## src/rtl/tcq_pkg.sv

```systemverilog
package tcq_pkg;

  // Effective traffic class of a stored request; lower value ranks higher.
  typedef enum logic [1:0] {
    TC_LOWLAT  = 2'd0,
    TC_ISOCH   = 2'd1,
    TC_BESTEFF = 2'd2
  } tclass_e;

endpackage

```

## src/rtl/tcq_ingress.sv

```systemverilog
module tcq_ingress
  import tcq_pkg::*;
#(
  parameter int NUM_SRC = 4,
  parameter int SRC_W = 2,
  parameter logic [2*NUM_SRC-1:0] PORT_CLASS = '0
) (
  input  logic [SRC_W-1:0] src,
  input  logic             write,
  output tclass_e          cls,
  output logic             downgrade
);

  logic [1:0] raw_cls;

  always_comb begin
    raw_cls   = PORT_CLASS[{src, 1'b0} +: 2];
    downgrade = 1'b0;
    case (raw_cls)
      2'd0: begin
        // low-latency handling is for reads only
        if (write) begin
          cls       = TC_BESTEFF;
          downgrade = 1'b1;
        end else begin
          cls = TC_LOWLAT;
        end
      end
      2'd1:    cls = TC_ISOCH;
      default: cls = TC_BESTEFF;
    endcase
  end

endmodule

```

## src/rtl/tcq_store.sv

```systemverilog
module tcq_store
  import tcq_pkg::*;
#(
  parameter int DEPTH = 8,
  parameter int PAY_W = 8,
  parameter int TMR_W = 16,
  parameter int CNT_W = 4,
  parameter int IDX_W = 3
) (
  input  logic             clk,
  input  logic             rst_n,
  input  logic             push,
  input  tclass_e          push_cls,
  input  logic             push_wr,
  input  logic [PAY_W-1:0] push_pay,
  input  logic             pop,
  input  logic [IDX_W-1:0] pop_idx,
  input  logic [TMR_W-1:0] tmo,
  output logic [CNT_W-1:0] count,
  output logic [DEPTH-1:0] ent_vld,
  output logic [DEPTH-1:0] ent_exp,
  output tclass_e          ent_cls [DEPTH],
  output logic             ent_wr  [DEPTH],
  output logic [PAY_W-1:0] ent_pay [DEPTH]
);

  // Index order is arrival order: slot 0 holds the oldest entry.
  tclass_e          cls_q [DEPTH], cls_d [DEPTH], sh_cls [DEPTH];
  logic             wr_q  [DEPTH], wr_d  [DEPTH], sh_wr  [DEPTH];
  logic [PAY_W-1:0] pay_q [DEPTH], pay_d [DEPTH], sh_pay [DEPTH];
  logic [TMR_W-1:0] age_q [DEPTH], age_d [DEPTH], sh_age [DEPTH];
  logic [CNT_W-1:0] cnt_q, cnt_d, cnt_mid;
  logic             data_en;

  // Collapse network: slots at or above the removed one take their upper neighbour.
  for (genvar g = 0; g < DEPTH; g++) begin : g_slot
    logic take_up;
    assign take_up = pop && (IDX_W'(g) >= pop_idx);
    if (g < DEPTH - 1) begin : g_mid
      assign sh_cls[g] = take_up ? cls_q[g+1] : cls_q[g];
      assign sh_wr[g]  = take_up ? wr_q[g+1]  : wr_q[g];
      assign sh_pay[g] = take_up ? pay_q[g+1] : pay_q[g];
      assign sh_age[g] = take_up ? age_q[g+1] : age_q[g];
    end else begin : g_top
      assign sh_cls[g] = cls_q[g];
      assign sh_wr[g]  = wr_q[g];
      assign sh_pay[g] = pay_q[g];
      assign sh_age[g] = age_q[g];
    end
    assign ent_vld[g] = CNT_W'(g) < cnt_q;
    assign ent_exp[g] = ent_vld[g] && (cls_q[g] == TC_ISOCH) &&
                        (tmo != '0) && (age_q[g] >= tmo);
    assign ent_cls[g] = cls_q[g];
    assign ent_wr[g]  = wr_q[g];
    assign ent_pay[g] = pay_q[g];
  end

  always_comb begin
    cnt_mid = cnt_q - CNT_W'(pop);
    for (int i = 0; i < DEPTH; i++) begin
      cls_d[i] = sh_cls[i];
      wr_d[i]  = sh_wr[i];
      pay_d[i] = sh_pay[i];
      age_d[i] = ((sh_cls[i] == TC_ISOCH) && (sh_age[i] != '1)) ? sh_age[i] + 1'b1 : sh_age[i];
      if (push && (CNT_W'(i) == cnt_mid)) begin
        cls_d[i] = push_cls;
        wr_d[i]  = push_wr;
        pay_d[i] = push_pay;
        age_d[i] = '0;
      end
    end
    cnt_d   = cnt_mid + CNT_W'(push);
    data_en = push | pop;
  end

  always_ff @(posedge clk or negedge rst_n) begin
    if (!rst_n) begin
      cnt_q <= '0;
      for (int i = 0; i < DEPTH; i++) begin
        cls_q[i] <= TC_BESTEFF;
        wr_q[i]  <= 1'b0;
        pay_q[i] <= '0;
        age_q[i] <= '0;
      end
    end else begin
      cnt_q <= cnt_d;
      for (int i = 0; i < DEPTH; i++) begin
        age_q[i] <= age_d[i];
        if (data_en) begin
          cls_q[i] <= cls_d[i];
          wr_q[i]  <= wr_d[i];
          pay_q[i] <= pay_d[i];
        end
      end
    end
  end

  assign count = cnt_q;

  // storage is never written past its depth
  p_push_room_r9: assert property (@(posedge clk) disable iff (!rst_n)
    push |-> (cnt_q < CNT_W'(DEPTH)));

  p_count_bound_r9: assert property (@(posedge clk) disable iff (!rst_n)
    cnt_q <= CNT_W'(DEPTH));

  p_pop_live_r4: assert property (@(posedge clk) disable iff (!rst_n)
    pop |-> ent_vld[pop_idx]);

endmodule

```

## src/rtl/tcq_pick.sv

```systemverilog
module tcq_pick
  import tcq_pkg::*;
#(
  parameter int DEPTH = 8,
  parameter int IDX_W = 3
) (
  input  logic [DEPTH-1:0] vld,
  input  logic [DEPTH-1:0] expd,
  input  tclass_e          cls [DEPTH],
  output logic             hit,
  output logic [IDX_W-1:0] idx
);

  logic             f_exp, f_ll, f_iso;
  logic [IDX_W-1:0] i_exp, i_ll, i_iso, i_be;

  // Scan from the top so the lowest (oldest) matching slot wins in each group.
  always_comb begin
    f_exp = 1'b0; f_ll = 1'b0; f_iso = 1'b0;
    i_exp = '0;   i_ll = '0;   i_iso = '0;   i_be = '0;
    for (int i = DEPTH - 1; i >= 0; i--) begin
      if (vld[i]) begin
        if (expd[i]) begin
          f_exp = 1'b1;
          i_exp = IDX_W'(i);
        end
        if (cls[i] == TC_LOWLAT) begin
          f_ll = 1'b1;
          i_ll = IDX_W'(i);
        end
        if (cls[i] == TC_ISOCH) begin
          f_iso = 1'b1;
          i_iso = IDX_W'(i);
        end
        if (cls[i] == TC_BESTEFF) begin
          i_be = IDX_W'(i);
        end
      end
    end
    hit = |vld;
    if (f_exp)      idx = i_exp;
    else if (f_ll)  idx = i_ll;
    else if (f_iso) idx = i_iso;
    else            idx = i_be;
  end

endmodule

```

## src/rtl/tc_req_queue.sv

```systemverilog
module tc_req_queue
  import tcq_pkg::*;
#(
  parameter int NUM_SRC = 4,
  parameter int DEPTH = 8,
  parameter int PAY_W = 8,
  parameter int TMR_W = 16,
  parameter logic [2*NUM_SRC-1:0] PORT_CLASS = 8'b01_10_01_00,
  localparam int SRC_W = (NUM_SRC > 1) ? $clog2(NUM_SRC) : 1
) (
  input  logic             clk,
  input  logic             rst_n,
  input  logic [TMR_W-1:0] cfg_timeout,
  input  logic             in_valid,
  output logic             in_ready,
  input  logic [SRC_W-1:0] in_src,
  input  logic             in_write,
  input  logic [PAY_W-1:0] in_payload,
  output logic             out_valid,
  input  logic             out_ready,
  output logic             out_write,
  output logic [PAY_W-1:0] out_payload,
  output logic [1:0]       out_class,
  output logic             ll_write_seen
);

  localparam int IDX_W = (DEPTH > 1) ? $clog2(DEPTH) : 1;
  localparam int CNT_W = $clog2(DEPTH + 1);

  // Reset: asserted asynchronously, released on the second clock edge.
  logic [1:0] rst_sync_q;
  logic       rst_core_n;

  always_ff @(posedge clk or negedge rst_n) begin
    if (!rst_n) rst_sync_q <= 2'b00;
    else        rst_sync_q <= {rst_sync_q[0], 1'b1};
  end
  assign rst_core_n = rst_sync_q[1];

  tclass_e          in_cls;
  logic             in_dg;
  logic             push, pop;
  logic [CNT_W-1:0] count;
  logic [DEPTH-1:0] ent_vld, ent_exp;
  tclass_e          ent_cls [DEPTH];
  logic             ent_wr  [DEPTH];
  logic [PAY_W-1:0] ent_pay [DEPTH];
  logic             pick_hit;
  logic [IDX_W-1:0] pick_idx, sel_idx;
  logic             held_q, held_d;
  logic [IDX_W-1:0] held_idx_q, held_idx_d;
  logic             sticky_q, sticky_d;

  tcq_ingress #(.NUM_SRC(NUM_SRC), .SRC_W(SRC_W), .PORT_CLASS(PORT_CLASS)) u_ingress (
    .src(in_src), .write(in_write), .cls(in_cls), .downgrade(in_dg)
  );

  tcq_store #(.DEPTH(DEPTH), .PAY_W(PAY_W), .TMR_W(TMR_W), .CNT_W(CNT_W), .IDX_W(IDX_W)) u_store (
    .clk(clk), .rst_n(rst_core_n),
    .push(push), .push_cls(in_cls), .push_wr(in_write), .push_pay(in_payload),
    .pop(pop), .pop_idx(sel_idx), .tmo(cfg_timeout),
    .count(count), .ent_vld(ent_vld), .ent_exp(ent_exp),
    .ent_cls(ent_cls), .ent_wr(ent_wr), .ent_pay(ent_pay)
  );

  tcq_pick #(.DEPTH(DEPTH), .IDX_W(IDX_W)) u_pick (
    .vld(ent_vld), .expd(ent_exp), .cls(ent_cls), .hit(pick_hit), .idx(pick_idx)
  );

  // Egress: a stalled offer freezes its slot; slots only move on acceptance.
  always_comb begin
    in_ready   = count < CNT_W'(DEPTH);
    push       = in_valid && in_ready;
    sel_idx    = held_q ? held_idx_q : pick_idx;
    out_valid  = held_q || pick_hit;
    pop        = out_valid && out_ready;
    held_d     = out_valid && !out_ready;
    held_idx_d = sel_idx;
    sticky_d   = sticky_q || (push && in_dg);
  end

  always_ff @(posedge clk or negedge rst_core_n) begin
    if (!rst_core_n) begin
      held_q     <= 1'b0;
      held_idx_q <= '0;
      sticky_q   <= 1'b0;
    end else begin
      held_q     <= held_d;
      held_idx_q <= held_idx_d;
      sticky_q   <= sticky_d;
    end
  end

  assign out_write     = ent_wr[sel_idx];
  assign out_payload   = ent_pay[sel_idx];
  assign out_class     = ent_cls[sel_idx];
  assign ll_write_seen = sticky_q;

  // a stalled egress request does not change
  p_hold_stable_r10: assert property (@(posedge clk) disable iff (!rst_core_n)
    (out_valid && !out_ready) |=> (out_valid && $stable(out_payload) &&
                                   $stable(out_write) && $stable(out_class)));

  // a write never leaves with the low-latency class
  p_no_ll_write_r5: assert property (@(posedge clk) disable iff (!rst_core_n)
    (out_valid && out_write) |-> (out_class != TC_LOWLAT));

  // downgrade flag is sticky
  p_sticky_r5: assert property (@(posedge clk) disable iff (!rst_core_n)
    ll_write_seen |=> ll_write_seen);

  // when not frozen, an expired entry always wins selection
  p_promote_first_r6: assert property (@(posedge clk) disable iff (!rst_core_n)
    (!held_q && (|ent_exp)) |-> ent_exp[sel_idx]);

endmodule

```

## config.mk

```make
export PLATFORM = sky130hd
export DESIGN_NAME = tc_req_queue
export DESIGN_NICKNAME = d
export VERILOG_FILES = /design/src/rtl/tcq_pkg.sv /design/src/rtl/tcq_ingress.sv /design/src/rtl/tcq_store.sv /design/src/rtl/tcq_pick.sv /design/src/rtl/tc_req_queue.sv
export SDC_FILE = /design/constraint.sdc
export NUM_CORES = 1
export LEC_CHECK = 0
export CORE_MARGIN = 4
export CORE_UTILIZATION = 55
export DETAILED_ROUTE_END_ITERATION = 7
export DONT_BUFFER_PORTS = 1
export PLACE_DENSITY = 0.67
export SYNTH_ARGS = -nofsm -noshare
export SYNTH_HDL_FRONTEND = slang
export SYNTH_SLANG_ARGS = --single-unit
```

## constraint.sdc

```tcl
create_clock -name clk -period 19.9 [get_ports clk]
set_clock_uncertainty 0.2 [all_clocks]
set_input_delay 0.995 -clock clk [delete_from_list [all_inputs] [get_ports clk]]
set_output_delay 0.995 -clock clk [all_outputs]
set_load 0.01 [all_outputs]
```

==> flow_metrics.env <==
export IMPL_syn_area_per_cell_um2=8.563
export IMPL_clk_pin_slew_worst_paths_ns=0.06
export IMPL_status="finished clean"
export IMPL_drt_iter0_markers=1651
export IMPL_cts_tree="done"
export IMPL_syn_cell_area_um2=18590
export IMPL_port_buffers=0
export IMPL_yosys_area_top_type_share=0.2948
export IMPL_rsz0062_at_grt="false"
export IMPL_viasPerCell=6.617
export IMPL_first_pass_iters=6
export IMPL_root_buffer="clkbuf_16"
export IMPL_grtUsageTotal=0.3226
export IMPL_endpoint_kind="register"
export IMPL_cp_arrival_ns=7.29
export IMPL_ff2ff_path_depth=18
export IMPL_ant_nets=0
export IMPL_drive_gt1_frac=0.08779
export IMPL_holdCritPathClass="register to asynchronous set/reset pin"
export IMPL_gp_congestion=0.9702
export IMPL_finalSetupTns_ns=0
export IMPL_crit_path_max_fanout=46
export IMPL_hold_viol=0
export IMPL_drc=0
export IMPL_chipHeight_um=191.9
export IMPL_ys_flop_type="dfrtp_1"
export IMPL_vdd_ir_drop_max_mv=0.1002
export IMPL_fin_nets=2282
export IMPL_clock_sinks=227
export IMPL_start_util=0.5558
export IMPL_seq_area_frac_synth=0.3061
export IMPL_setup_viol_count_final=0
export IMPL_area_growth_pct=6.091
export IMPL_postCtsHoldBufs=1
export IMPL_htree_levels=1
export IMPL_slew_viol_final=0
export IMPL_synth_top_cell_by_area="dfrtp_1"
export IMPL_cts_buffers=27
export IMPL_final_core_utilization=0.5896
export IMPL_synth_cells=2171
export IMPL_grt_pass1_vias=16289
export IMPL_worst_slew_pin_slew_ns=1.299
export IMPL_dieArea_um2=36810
export IMPL_ioPinCount=45
export IMPL_cts_resized=0
export IMPL_diodes=0
export IMPL_cts_setup_buffers=0
export IMPL_design_core_area_um2=33450
export IMPL_slew_limit_headroom=0.1339
export IMPL_crit_type="input port to register"
export IMPL_post_route_period_util=0.3539
export IMPL_cellPowerDensity_nw_per_um2=178.1
export IMPL_grt_pass1_wl_um=93520
export IMPL_clk_path_buf_depth=3
export IMPL_grt_max_degree=79
export IMPL_startpoint_type="input port"
export IMPL_design_area_um2=19720
export IMPL_grt_ovfl_total=0
export IMPL_num_fill_cells=2960
export IMPL_hold_worst_slack_ns=0.09579
export IMPL_cap_violations=0
export IMPL_wl_um=60450
export IMPL_clk_latency_ns=0.58
export IMPL_yosysWarnings=0
export IMPL_synthArstFlopShare=1.000
export IMPL_antenna_found_initial=0
export IMPL_required_ns=20.14
export IMPL_fmax_ghz=0.1420
export IMPL_syn_nets=2342
export IMPL_die_w_um=191.9
export IMPL_synth_edf_count=0
export IMPL_wl_per_cell_um=23.45
export IMPL_p_leak_nw=8.613
export IMPL_layout_min_cycle_time_ns=7.043
export IMPL_synth_cell_types=105
export IMPL_ys_ff_latch=227
export IMPL_rows=67
export IMPL_via_count=17058
export IMPL_synth_top_cells_by_area="dfrtp_1, ha_1, mux2i_1"
export IMPL_hpwl_um=43890
export IMPL_placed_area_um2=18790
-- kinds of logic after synthesis --
group / count (synthesis) / share of synthesized area
AND/OR/NAND/NOR: 860 / 0.2195
AO/OA/AOI/OAI: 478 / 0.1777
flip-flops: 227 / 0.3061
multiplexers: 221 / 0.1238
buffers and inverters: 164 / 0.04072
adder cells (fa/ha/maj): 140 / 0.09423
XOR/XNOR: 80 / 0.03769
other: 1 / 0.0002017
-- power breakdown --
group / switching, W / leakage, nW / total (W) / internal, W
Combinational: 0.00117 / 5.37 / 0.00194 / 0.000771
Sequential: 0.000384 / 2.79 / 0.00106 / 0.000673
Clock: 0.000210 / 0.455 / 0.000520 / 0.000310
-- cell type report --
class,count,area (µm²),area share
Sequential cell,227,5694,0.2887
Clock inverter,12,155.1,0.007867
Tap cell,448,560.5,0.02842
Timing Repair Buffer,20,152.6,0.007740
Inverter,55,211.5,0.01072
Clock buffer,36,769.5,0.03902
Multi-Input combinational cell,1780,12180,0.6175
-- flip-flops by register name, summed over array words and instances, names as in the netlist --
name,count
u_store.ent_wr,8
held_idx_q,3
u_store.count,4
u_store.age_q,128
held_q,1
u_store.ent_cls,16
rst_sync_q,2
u_store.ent_pay,64
ll_write_seen,1
-- layout by cell type (no fill, tap or decap), types with 20 or more instances in the layout --
master / synthesis / layout
nand2_1: 301 / 301
dfrtp_1: 219 / 218
nor2_1: 199 / 199
mux2i_1: 161 / 161
ha_1: 140 / 140
o21ai_0: 132 / 132
a21oi_1: 84 / 84
nor3_1: 74 / 71
nand3_1: 71 / 71
mux2_2: 54 / 54
inv_1: 52 / 52
xnor2_1: 52 / 52
a31oi_1: 45 / 45
and3_1: 33 / 33
nand4_1: 30 / 30
xor2_1: 28 / 28
clkbuf_16: 0 / 27
a211oi_1: 24 / 24
nor4_1: 21 / 21
nand2b_1: 20 / 20
-- through the flow --
stage          total power, W  setup slack, ns  instances
5_1_grt              0.003744            12.52       2578
4_1_cts              0.003470            12.97       2578
2_1_floorplan        0.002402            12.92       2171
6_report             0.003513            12.86       2578
3_3_place_gp         0.002888            12.74       2529
3_5_place_dp         0.002939            12.53       2529
-- layer usage --
metal	routed length [µm]	vias to the layer above	track usage
met5	0	-	0
met4	3089	0	0.1395
met1	25700	8212	0.4421
met3	5170	197	0.05834
li1	-	7796	-
met2	26490	853	0.5020
-- path summary, 6_finish.rpt --
check	startpoint	end	slack (ns)
setup / recovery	cfg_timeout[5]	u_store.age_q[85]$_DFF_PN0_	12.86
hold / removal	rst_sync_q[1]$_DFF_PN0_	u_store.ent_wr[3]$_DFFE_PN0P_	0.1
setup reg to reg	u_store.age_q[85]$_DFF_PN0_	u_store.age_q[85]$_DFF_PN0_	13.21
max in group asynchronous	rst_sync_q[1]$_DFF_PN0_	u_store.age_q[104]$_DFF_PN0_	17.34
min in group clk	rst_sync_q[0]$_DFF_PN0_	rst_sync_q[1]$_DFF_PN0_	0.15
hold reg to reg	rst_sync_q[1]$_DFF_PN0_	u_store.ent_wr[3]$_DFFE_PN0P_	0.1
-- cell usage after synthesis (20+ instances only) --
cell type / number
a211oi_1: 24
a21oi_1: 84
a31oi_1: 45
and3_1: 33
buf_2: 28
clkbuf_1: 47
dfrtp_1: 219
ha_1: 140
inv_1: 52
mux2_2: 54
mux2i_1: 161
nand2_1: 301
nand2b_1: 20
nand3_1: 71
nand4_1: 30
nor2_1: 199
nor3_1: 74
nor4_1: 21
o21ai_0: 132
xnor2_1: 52
xor2_1: 28
-- critical path, cell delays in order --
cell,delay [ns]
inv_1,0.44
ha_1,0.36
a2111oi_0,0.47
o21ai_0,0.17
a21oi_1,0.29
o22a_1,0.32
nor2b_1,0.16
o31a_1,0.15
o21a_2,0.12
buf_4,0.50
inv_6,0.18
o211ai_4,0.21
nand2_2,0.61
mux2_2,0.44
ha_1,0.35
nand3_1,0.20
mux2i_1,0.86
o32ai_1,0.22
o311a_1,0.17
Note: power is estimated with default switching activity, not from simulation.
